File: src/rtl/rtc_ser_pkg.sv
// Shared constants and types for the serial RTC register port.
// Assumes one fixed frame layout: data word followed by the address nibble.
package rtc_ser_pkg;
    localparam int unsigned WORD_W  = 32;
    localparam int unsigned ADDR_W  = 4;
    localparam int unsigned GPO_W   = 25;

    typedef enum logic [1:0] {
        PH_IDLE = 2'd0,
        PH_RECV = 2'd1,
        PH_SEND = 2'd2
    } phase_e;
endpackage

File: src/rtl/rtc_ser_edge.sv
// Edge detector for the host enable and serial clock lines.
// Assumes the host lines are already synchronous to clk; one register stage
// per line supplies the previous value used for edge detection.
module rtc_ser_edge (
    input  logic clk,
    input  logic rst_n,
    input  logic sclk,
    input  logic en,
    output logic sclk_rise,
    output logic sclk_fall,
    output logic en_rise
);
    logic sclk_q;
    logic en_q;

    // Keep last cycle's value of each host line.
    always_ff @(posedge clk) begin
        if (!rst_n) begin
            sclk_q <= 1'b0;
            en_q   <= 1'b0;
        end else begin
            sclk_q <= sclk;
            en_q   <= en;
        end
    end

    // Edge flags are true in the first cycle a new level is seen.
    always_comb begin
        sclk_rise = sclk & ~sclk_q;
        sclk_fall = ~sclk & sclk_q;
        en_rise   = en & ~en_q;
    end
endmodule

File: src/rtl/rtc_ser_frame.sv
// Frame engine: collects serial bits, decodes the closing address nibble,
// issues a one-cycle write strobe or loads a read word and shifts it out.
// Assumes the frame closes on the first serial rising edge seen with enable low.
module rtc_ser_frame
    import rtc_ser_pkg::*;
#(
    parameter int unsigned DW = WORD_W,
    parameter int unsigned AW = ADDR_W
) (
    input  logic          clk,
    input  logic          rst_n,
    input  logic          sclk_rise,
    input  logic          sclk_fall,
    input  logic          en_rise,
    input  logic          en,
    input  logic          din,
    input  logic [DW-1:0] rd_data,
    output logic [AW-2:0] rd_sel,
    output logic          wr_stb,
    output logic [AW-2:0] wr_sel,
    output logic [DW-1:0] wr_data,
    output logic          dout,
    output logic          ready
);
    localparam int unsigned FW    = DW + AW;
    localparam int unsigned CNT_W = $clog2(FW + 1) + 1;
    localparam int unsigned TXC_W = $clog2(DW);
    localparam logic [CNT_W-1:0] CNT_MAX  = '1;
    localparam logic [CNT_W-1:0] CNT_FULL = CNT_W'(FW);
    localparam logic [CNT_W-1:0] CNT_ADDR = CNT_W'(AW);
    localparam logic [TXC_W-1:0] TX_LAST  = TXC_W'(DW - 1);

    phase_e           phase;
    logic [FW-1:0]    shreg;
    logic [CNT_W-1:0] bit_cnt;
    logic [DW-1:0]    tx_word;
    logic [TXC_W-1:0] tx_cnt;
    logic             tx_armed;

    logic [FW-1:0]    shreg_nx;
    logic [CNT_W-1:0] cnt_nx;
    logic             closing;
    logic             long_enough;
    logic             is_write;

    // Next shift state and the close decode for the current rising edge.
    always_comb begin
        shreg_nx    = {shreg[FW-2:0], din};
        cnt_nx      = (bit_cnt == CNT_MAX) ? bit_cnt : bit_cnt + 1'b1;
        closing     = (phase == PH_RECV) && sclk_rise && !en;
        long_enough = (cnt_nx >= CNT_ADDR);
        is_write    = shreg_nx[0];
        wr_stb      = closing && long_enough && is_write && (cnt_nx == CNT_FULL);
        wr_sel      = shreg_nx[AW-1:1];
        wr_data     = shreg_nx[FW-1:AW];
        rd_sel      = shreg_nx[AW-1:1];
        ready       = (phase == PH_IDLE);
    end

    // Phase sequencing, bit collection and outbound shifting.
    always_ff @(posedge clk) begin
        if (!rst_n) begin
            phase    <= PH_IDLE;
            shreg    <= '0;
            bit_cnt  <= '0;
            tx_word  <= '0;
            tx_cnt   <= '0;
            tx_armed <= 1'b0;
            dout     <= 1'b0;
        end else begin
            unique case (phase)
                PH_IDLE: begin
                    if (en_rise) begin
                        phase   <= PH_RECV;
                        shreg   <= '0;
                        bit_cnt <= '0;
                    end
                end
                PH_RECV: begin
                    if (sclk_rise) begin
                        shreg   <= shreg_nx;
                        bit_cnt <= cnt_nx;
                        if (!en) begin
                            if (long_enough && !is_write) begin
                                phase    <= PH_SEND;
                                tx_word  <= rd_data;
                                tx_cnt   <= '0;
                                tx_armed <= 1'b0;
                            end else begin
                                phase <= PH_IDLE;
                            end
                        end
                    end
                end
                PH_SEND: begin
                    if (sclk_rise) begin
                        tx_armed <= 1'b1;
                    end else if (sclk_fall && tx_armed) begin
                        dout     <= tx_word[DW-1];
                        tx_word  <= {tx_word[DW-2:0], 1'b0};
                        tx_armed <= 1'b0;
                        tx_cnt   <= tx_cnt + 1'b1;
                        if (tx_cnt == TX_LAST) phase <= PH_IDLE;
                    end
                end
                default: phase <= PH_IDLE;
            endcase
        end
    end
endmodule

File: src/rtl/rtc_ser_regs.sv
// Register slots behind the serial port: slot 0 seconds counter, slot 1
// output-control word, other slots empty. Writes arrive as one-cycle strobes.
// Assumes at most one write strobe per cycle; a write beats a tick.
module rtc_ser_regs
    import rtc_ser_pkg::*;
#(
    parameter int unsigned DW = WORD_W,
    parameter int unsigned SW = ADDR_W - 1,
    parameter int unsigned GW = GPO_W
) (
    input  logic          clk,
    input  logic          rst_n,
    input  logic          tick,
    input  logic          wr_stb,
    input  logic [SW-1:0] wr_sel,
    input  logic [DW-1:0] wr_data,
    input  logic [SW-1:0] rd_sel,
    output logic [DW-1:0] rd_data,
    output logic [DW-1:0] seconds,
    output logic [GW-1:0] gpo_word
);
    localparam int unsigned SLOTS = 1 << SW;

    logic [DW-1:0] slot_view [SLOTS];

    // Seconds counter: a committed write wins over the tick.
    always_ff @(posedge clk) begin
        if (!rst_n)                          seconds <= '0;
        else if (wr_stb && wr_sel == '0)     seconds <= wr_data;
        else if (tick)                       seconds <= seconds + 1'b1;
    end

    // Output-control word: holds the low GW bits of a write to slot 1.
    always_ff @(posedge clk) begin
        if (!rst_n)                              gpo_word <= '0;
        else if (wr_stb && wr_sel == SW'(1))     gpo_word <= wr_data[GW-1:0];
    end

    // Read view of every slot; unused slots read as zero.
    generate
        for (genvar s = 0; s < SLOTS; s++) begin : g_slot
            if (s == 0) begin : g_sec
                assign slot_view[s] = seconds;
            end else if (s == 1) begin : g_gpo
                assign slot_view[s] = {{(DW-GW){1'b0}}, gpo_word};
            end else begin : g_empty
                assign slot_view[s] = '0;
            end
        end
    endgenerate

    // Read mux for the selected slot.
    always_comb rd_data = slot_view[rd_sel];
endmodule

File: src/rtl/rtc_serial_port.sv
// Top of the serial RTC register port: edge detection, frame engine and
// register slots. Assumes host lines are synchronous to clk.
module rtc_serial_port
    import rtc_ser_pkg::*;
#(
    parameter int unsigned DW = WORD_W,
    parameter int unsigned AW = ADDR_W,
    parameter int unsigned GW = GPO_W
) (
    input  logic          clk,
    input  logic          rst_n,
    input  logic          tick_1hz,
    input  logic          ser_en,
    input  logic          ser_clk,
    input  logic          ser_din,
    output logic          ser_dout,
    output logic          ser_ready,
    output logic [DW-1:0] seconds_o,
    output logic [GW-1:0] gpo_word_o
);
    localparam int unsigned SW = AW - 1;

    logic          sclk_rise;
    logic          sclk_fall;
    logic          en_rise;
    logic [SW-1:0] rd_sel;
    logic [DW-1:0] rd_data;
    logic          wr_stb;
    logic [SW-1:0] wr_sel;
    logic [DW-1:0] wr_data;

    rtc_ser_edge u_edge (
        .clk       (clk),
        .rst_n     (rst_n),
        .sclk      (ser_clk),
        .en        (ser_en),
        .sclk_rise (sclk_rise),
        .sclk_fall (sclk_fall),
        .en_rise   (en_rise)
    );

    rtc_ser_frame #(.DW(DW), .AW(AW)) u_frame (
        .clk       (clk),
        .rst_n     (rst_n),
        .sclk_rise (sclk_rise),
        .sclk_fall (sclk_fall),
        .en_rise   (en_rise),
        .en        (ser_en),
        .din       (ser_din),
        .rd_data   (rd_data),
        .rd_sel    (rd_sel),
        .wr_stb    (wr_stb),
        .wr_sel    (wr_sel),
        .wr_data   (wr_data),
        .dout      (ser_dout),
        .ready     (ser_ready)
    );

    rtc_ser_regs #(.DW(DW), .SW(SW), .GW(GW)) u_regs (
        .clk       (clk),
        .rst_n     (rst_n),
        .tick      (tick_1hz),
        .wr_stb    (wr_stb),
        .wr_sel    (wr_sel),
        .wr_data   (wr_data),
        .rd_sel    (rd_sel),
        .rd_data   (rd_data),
        .seconds   (seconds_o),
        .gpo_word  (gpo_word_o)
    );
endmodule

File: config.mk
export PLATFORM = sky130hd
export DESIGN_NAME = rtc_serial_port
export DESIGN_NICKNAME = d
export VERILOG_FILES = /design/src/rtl/rtc_ser_pkg.sv /design/src/rtl/rtc_ser_edge.sv /design/src/rtl/rtc_ser_frame.sv /design/src/rtl/rtc_ser_regs.sv /design/src/rtl/rtc_serial_port.sv
export SDC_FILE = /design/constraint.sdc
export NUM_CORES = 1
export LEC_CHECK = 0
export BUFFER_PORTS_ARGS = -buffer_cell sky130_fd_sc_hd__buf_2
export CAP_MARGIN = 20
export CORE_ASPECT_RATIO = 0.8
export CORE_MARGIN = 2
export CORE_UTILIZATION = 61
export CTS_BUF_LIST = sky130_fd_sc_hd__clkbuf_8
export CTS_CLUSTER_SIZE = 20
export DETAILED_ROUTE_END_ITERATION = 8
export PLACE_DENSITY_LB_ADDON = 0.15
export SLEW_MARGIN = 0
export SYNTH_ARGS = -nofsm -noshare
export SYNTH_HDL_FRONTEND = slang
export SYNTH_SLANG_ARGS = --single-unit
File: constraint.sdc
create_clock -name clk -period 2.84 [get_ports clk]
set_clock_uncertainty 0.05 [all_clocks]
set_input_delay 0.142 -clock clk [delete_from_list [all_inputs] [get_ports clk]]
set_output_delay 0.142 -clock clk [all_outputs]
set_load 0.01 [all_outputs]
Word-level counts from Yosys, hierarchy flattened. Cells that the tools add are included.

Register bits after elaboration: 142. Input bits: 6. Output and inout port bits: 59. Logic and storage cells: 97.

Add/subtract/negate cells: 3. Magnitude comparators: 2. Eq/ne operators: 14. Muxes and demuxes: 38. Bitwise operators: 8. Reduce and logical (&&, ||, !) cells: 21.

Operators by type and width (number): $mux W32 (9); $bmux W32 S3 (1); $mux W35 (2); $pmux W35 S2 (1); $pmux W32 S2 (1); $add A32 B1 Y32 const B (1); $mux W5 (5); $mux W7 (3); $mux W2 (7); $pmux W7 S2 (1); $reduce_and A6 Y1 (2); $pmux W5 S2 (1); $logic_and A1 B1 Y1 (9); $ne A2 B1 Y1 const B (4); $add A7 B1 Y7 const B (1); $eq A7 B6 Y1 const B (1); $eq A7 B7 Y1 const B (1); $ge A7 B3 Y1 const B (1); $ne A2 B2 Y1 const B (3); $pmux W2 S3 (1); $reduce_and A3 Y1 (2); $reduce_bool A2 Y1 (3); $add A5 B1 Y5 const B (1); $eq A5 B5 Y1 const B (1); other kinds (14) (24).

Depth between registers and ports, before layout.
Word-level depth: 9. Gate-level depth with buffers: 10. Gate-level depth less buffers: 7.

Hierarchy. From an unflattened synthesis, not the netlist that was laid out.

Cell total of the unflattened synthesis: 888. Area, all modules: 6977.9 sq um.

Modules (own cells, without submodules): rtc_ser_frame (times used 1, cells each 449, area each 3662.3 sq um, seq. area each 1661.6 sq um); rtc_ser_regs (times used 1, cells each 432, area each 3244.4 sq um, seq. area each 1141.1 sq um); rtc_ser_edge (times used 1, cells each 7, area each 71.3 sq um, seq. area each 40.0 sq um).

Worst setup path before layout. OpenSTA, ideal clock, no wires.

Path kind: register to register. From: register u_frame.bit_cnt[0]. To: register u_regs.seconds[10]. Library setup time: 0.146 ns. Arrival: 2.036 ns. Data required time: 2.644 ns. Slack: 0.608 ns. Stages on the path, launching flop included: 10. Path buffers: 2. Period minus slack after synthesis: 2.232 ns. Path through: dfxtp_1 -> ha_1 -> and2_1 -> buf_2 -> a311o_1 -> a211oi_2 -> nand3_4 -> buf_2 -> nor2_1 -> a211oi_2.

Word-level cells in the longest chain between the ends: 8. Elaborated cells on any way between the ends: 11. Classes of those cells: add/sub (1); order compare (1); eq/ne (2); mux (2); reduce/logical (5).

RTL lines: from (decl) (line rtc_ser_frame.sv:35) `logic [CNT_W-1:0] bit_cnt;`; from (signal assigned) (line rtc_ser_frame.sv:82) `bit_cnt <= cnt_nx;`; $add A7 B1 Y7 / $eq A7 B7 Y1 (equally long branches) (line rtc_ser_frame.sv:49) `cnt_nx = (bit_cnt == CNT_MAX) ? bit_cnt : bit_cnt + 1'b1;`; $mux W7 (*) (line rtc_ser_frame.sv:49); $ge A7 B3 Y1 (line rtc_ser_frame.sv:51) `long_enough = (cnt_nx >= CNT_ADDR);`; $logic_and A1 B1 Y1 (2 in a row) (line rtc_ser_frame.sv:53) `wr_stb = closing && long_enough && is_write && (cnt_nx == CNT_FULL);`; $logic_and A1 B1 Y1 (*) (line rtc_ser_frame.sv:53); $logic_and A1 B1 Y1 (*) (line rtc_ser_regs.sv:29) `else if (wr_stb && wr_sel == '0) seconds <= wr_data;`; $mux W32 / $reduce_bool A2 Y1 (equally long branches); to (signal assigned) (line rtc_ser_regs.sv:29); to (signal assigned) (line rtc_ser_regs.sv:30) `else if (tick) seconds <= seconds + 1'b1;`; to (decl) (line rtc_ser_regs.sv:19) `output logic [DW-1:0] seconds,`.

Mark *: on every way between the ends. The rest lies on a longest branch, timed or not. A chain may end at the register's enable or synchronous reset.

Worst setup path in the final report.
From: register u_frame.bit_cnt[0]. To: register u_regs.gpo_word[2].

Word-level cells in the longest chain between the ends: 7. Elaborated cells on any way between the ends: 9. Classes of those cells: add/sub (1); order compare (1); eq/ne (2); mux (1); reduce/logical (4).

RTL lines: $add A7 B1 Y7 / $eq A7 B7 Y1 (equally long branches) (line rtc_ser_frame.sv:49); $mux W7 (*) (line rtc_ser_frame.sv:49); $ge A7 B3 Y1 (line rtc_ser_frame.sv:51); $logic_and A1 B1 Y1 (2 in a row) (line rtc_ser_frame.sv:53); $logic_and A1 B1 Y1 (*) (line rtc_ser_frame.sv:53); $logic_and A1 B1 Y1 (*) (line rtc_ser_regs.sv:36) `else if (wr_stb && wr_sel == SW'(1)) gpo_word <= wr_data[GW-1:0];`; to (signal assigned) (line rtc_ser_regs.sv:36); to (decl) (line rtc_ser_regs.sv:20) `output logic [GW-1:0] gpo_word`.

Marked as above.

==> out/qor.csv <==
stage,metric,value,unit
status,status,"complete, no violations",
floorplanning,number of I/O pins,65,
setup_path,Worst Path Required,3.09,ns
pwr,power density over cell area,563,nW/um^2
logic_synthesis,cells after synthesis,685,
clock_tree,clock transition at the registers of the reported paths,0.08,ns
setup_path,Worst setup EP type,register,
global_routing,global-route wire length before repair,26500,um
floorplanning,die width,118,um
logic_synthesis,Yosys Warn Count,0,
logic_synthesis,proportion of synthesized chip area in sequential cells,0.449,
logic_synthesis,portion of netlist area occupied by mux cells,0.0442,
logic_synthesis,Synth Area in XOR/XNOR,0.0442,
placed_design,gp weighted congestion,0.829,
route,remaining routing DRC violations,0,
timing,setup slack after layout,0.319,ns
logic_synthesis,Unique masters post-synth,51,
setup_path,worst-path maximum fanout,14,
route,Via density,6.34,
route,drt initial violations,467,
pwr,Max IR drop VDD,0.393,mV
clock_tree,htree depth,4,
floorplanning,CORE AREA,10200,sq um
global_routing,antenna violations before repair,0,
logic_synthesis,post-synthesis simple-gate area fraction,0.159,
global_routing,pin count of the biggest net entering global routing,65,
final_layout,layout filler cell count,804,
floorplanning,Die Height,95.2,um
final_layout,share of post-route cells with drive strength above 1,0.205,
route,detailed-route via count,5599,
clock_tree,Bufs on Longest Clock Path,2,
clock_tree,Clk Tree Root Cell,clkbuf_8,
placed_design,"number of placed instances, taps included",848,
setup_path,Critical Path Source Type,register,
worst_hold_path,type of the worst min-delay path,primary input to register,
timing,Worst-Margin Slew,0.734,ns
final_layout,"commonest cells after routing, fill and taps aside","dfxtp_1 (142), nor2_1 (108), buf_2 (64), a21oi_1 (53), a22oi_1 (42)",
logic_synthesis,combinational family with the most area after synthesis,compound AO/OA/AOI/OAI gates,
logic_synthesis,area of the mapped netlist,6340,sq um
placed_design,Port-buffer cells,64,
logic_synthesis,number of enable flip-flop cells after synthesis,0,
global_routing,combined global-route utilization of all metal layers,0.293,
route,final routed wire length divided by cell count,18.4,um
clock_tree,buffer count from post-CTS setup fixing,0,
placed_design,HPWL after detailed placement,10300,um
logic_synthesis,primary flip-flop cell chosen by synthesis mapping,dfxtp_1,
timing,ratio of final minimum period to clock period,0.888,
timing,Final TNS setup,0,ns
final_layout,"leading cell type in the layout, fill and taps excluded",dfxtp_1,
timing,max-slew violation count,0,
floorplanning,Initial Util,0.621,
setup_path,data arrival time of the worst path,2.77,ns
timing,final critical delay including setup and external delays,2.52,ns
route,detailed-routing iteration count for the pre-antenna-repair pass,7,
timing,RSZ-0062 raised after global routing,no,
logic_synthesis,Synthesized Nets,695,
floorplanning,area of the die,11200,sq um
logic_synthesis,Avg Synthesized Cell Area,9.25,sq um
job,number of max-cap violations,0,
floorplanning,placement row count,33,
timing,endpoints failing setup,0,
logic_synthesis,share of flip-flops with an asynchronous set or reset after synthesis,0,
timing,Max transition margin,0.510,
final_layout,Nets,740,
clock_tree,CTS tree,built,
global_routing,via count of the first global-routing pass,5313,
global_routing,total grt overflow,0,
route,routed wire length,16200,um
placed_design,Worst Setup Slack post-DPL,0.343,ns
final_layout,Layout Area Growth over Synthesis,14.2,%
final_layout,final non-filler cell total,883,
clock_tree,number of clock sinks,142,
logic_synthesis,synthesized-area fraction occupied by adder cells,0.00790,
clock_tree,clock insertion delay at the later pin of the skew report,0.45,ns
timing,Fin. Hold Viols,0,
timing,top achievable clock speed,397,MHz
setup_path,category of the most critical setup path,register to register,
route,Final ANT Viol Nets,0,
logic_synthesis,area fraction in compound gates after synthesis,0.244,
clock_tree,TritonCTS buffer count,17,
final_layout,antenna diode instance count,0,
pwr,static leakage,3.00,nW
logic_synthesis,"flops & latches, synth",142,
-- power by group --
group / internal (mW) / switching (mW)
logic: 0.0408 / 0.100
clock network: 1.16 / 0.770
registers: 2.00 / 0.00944
-- logic make-up (layout without fill, tap and decap cells) --
group	count (synthesis)	after routing
AND/OR/NAND/NOR	210	210
AO/OA/AOI/OAI	203	203
flip-flops	142	142
buffers and inverters	66	124
XOR/XNOR	32	32
multiplexers	28	28
adder cells (fa/ha/maj)	4	4
-- stage by stage --
step                utilization  hold WS (ns)  cell area, sq um  total power [mW]
detailed placement        0.659         0.395              6720              2.19
global placement          0.659         0.385              6720              2.19
finish                    0.710        0.0676              7240              4.08
floorplan                     -         0.214              6340              2.14
global route              0.710        0.0697              7240              4.19
CTS                       0.710        0.0675              7240              4.08
-- cell type report --
class	instances	area (sq um)	area share
multi-input combinational	477	3180	0.440
sequential	142	2840	0.393
timing repair buffer	85	523	0.0723
clock buffer	22	303	0.0418
clock inverter	10	183	0.0252
tap	140	175	0.0242
inverter	7	27.5	0.00380
-- Yosys cell counts (6+ instances only) --
library cell / number / area, sq um
nand3_1: 19 / 95.1
mux2i_1: 28 / 280
a21oi_1: 53 / 265
inv_1: 6 / 22.5
a22oi_1: 42 / 315
xor2_1: 17 / 149
a222oi_1: 24 / 240
buf_6: 8 / 90.1
xnor2_1: 15 / 131
buf_2: 9 / 45.0
nor2_1: 108 / 405
o21ai_1: 11 / 55.1
clkbuf_1: 40 / 150
o31ai_1: 32 / 240
and3_1: 13 / 81.3
nand4_1: 9 / 56.3
a211oi_2: 24 / 300
nand2_1: 27 / 101
dfxtp_1: 142 / 2840
nor3_1: 8 / 40.0
-- critical path, stage by stage (launching register included) --
cell	delay, ns
dfxtp_1	0.34
ha_1	0.28
and2_1	0.29
a311o_1	0.40
a21oi_2	0.20
nand4_4	0.30
buf_12	0.28
mux2i_1	0.16
nor2_1	0.07
-- timing repair --
item	4_1_cts	5_1_grt
hold buffers	3	0
resized for setup	0	0
endpoints found under the hold margin	3	0
-- path summary, 6_finish.rpt --
path,depth (start not counted),slack (ns),startpoint,to
min,3,0.07,tick_1hz,u_regs.seconds[0]
min reg2reg,2,0.42,u_frame.tx_cnt[4],u_frame.tx_cnt[4]
max,8,0.32,u_frame.bit_cnt[0],u_regs.gpo_word[2]
max reg2reg,8,0.32,u_frame.bit_cnt[0],u_regs.gpo_word[2]
-- sequential cells by signal (all words and copies together), names as in the netlist --
signal	count
u_frame.dout	1
u_frame.tx_armed	1
u_regs.gpo_word	25
u_frame.tx_word	32
u_frame.bit_cnt	7
u_frame.shreg	35
u_frame.phase	2
u_edge.en_q	1
u_edge.sclk_q	1
u_regs.seconds	32
u_frame.tx_cnt	5
-- routing by layer --
| metal | vias up | share of wire | global-route usage |
|---|---|---|---|
| li1 | 2624 | - | - |
| met1 | 2737 | 0.44 | 0.390 |
| met2 | 210 | 0.48 | 0.468 |
| met3 | 28 | 0.063 | 0.0664 |
| met4 | 0 | 0.018 | 0.112 |
| met5 | - | 0 | 0 |
Note: power is estimated with default switching activity, not from simulation.
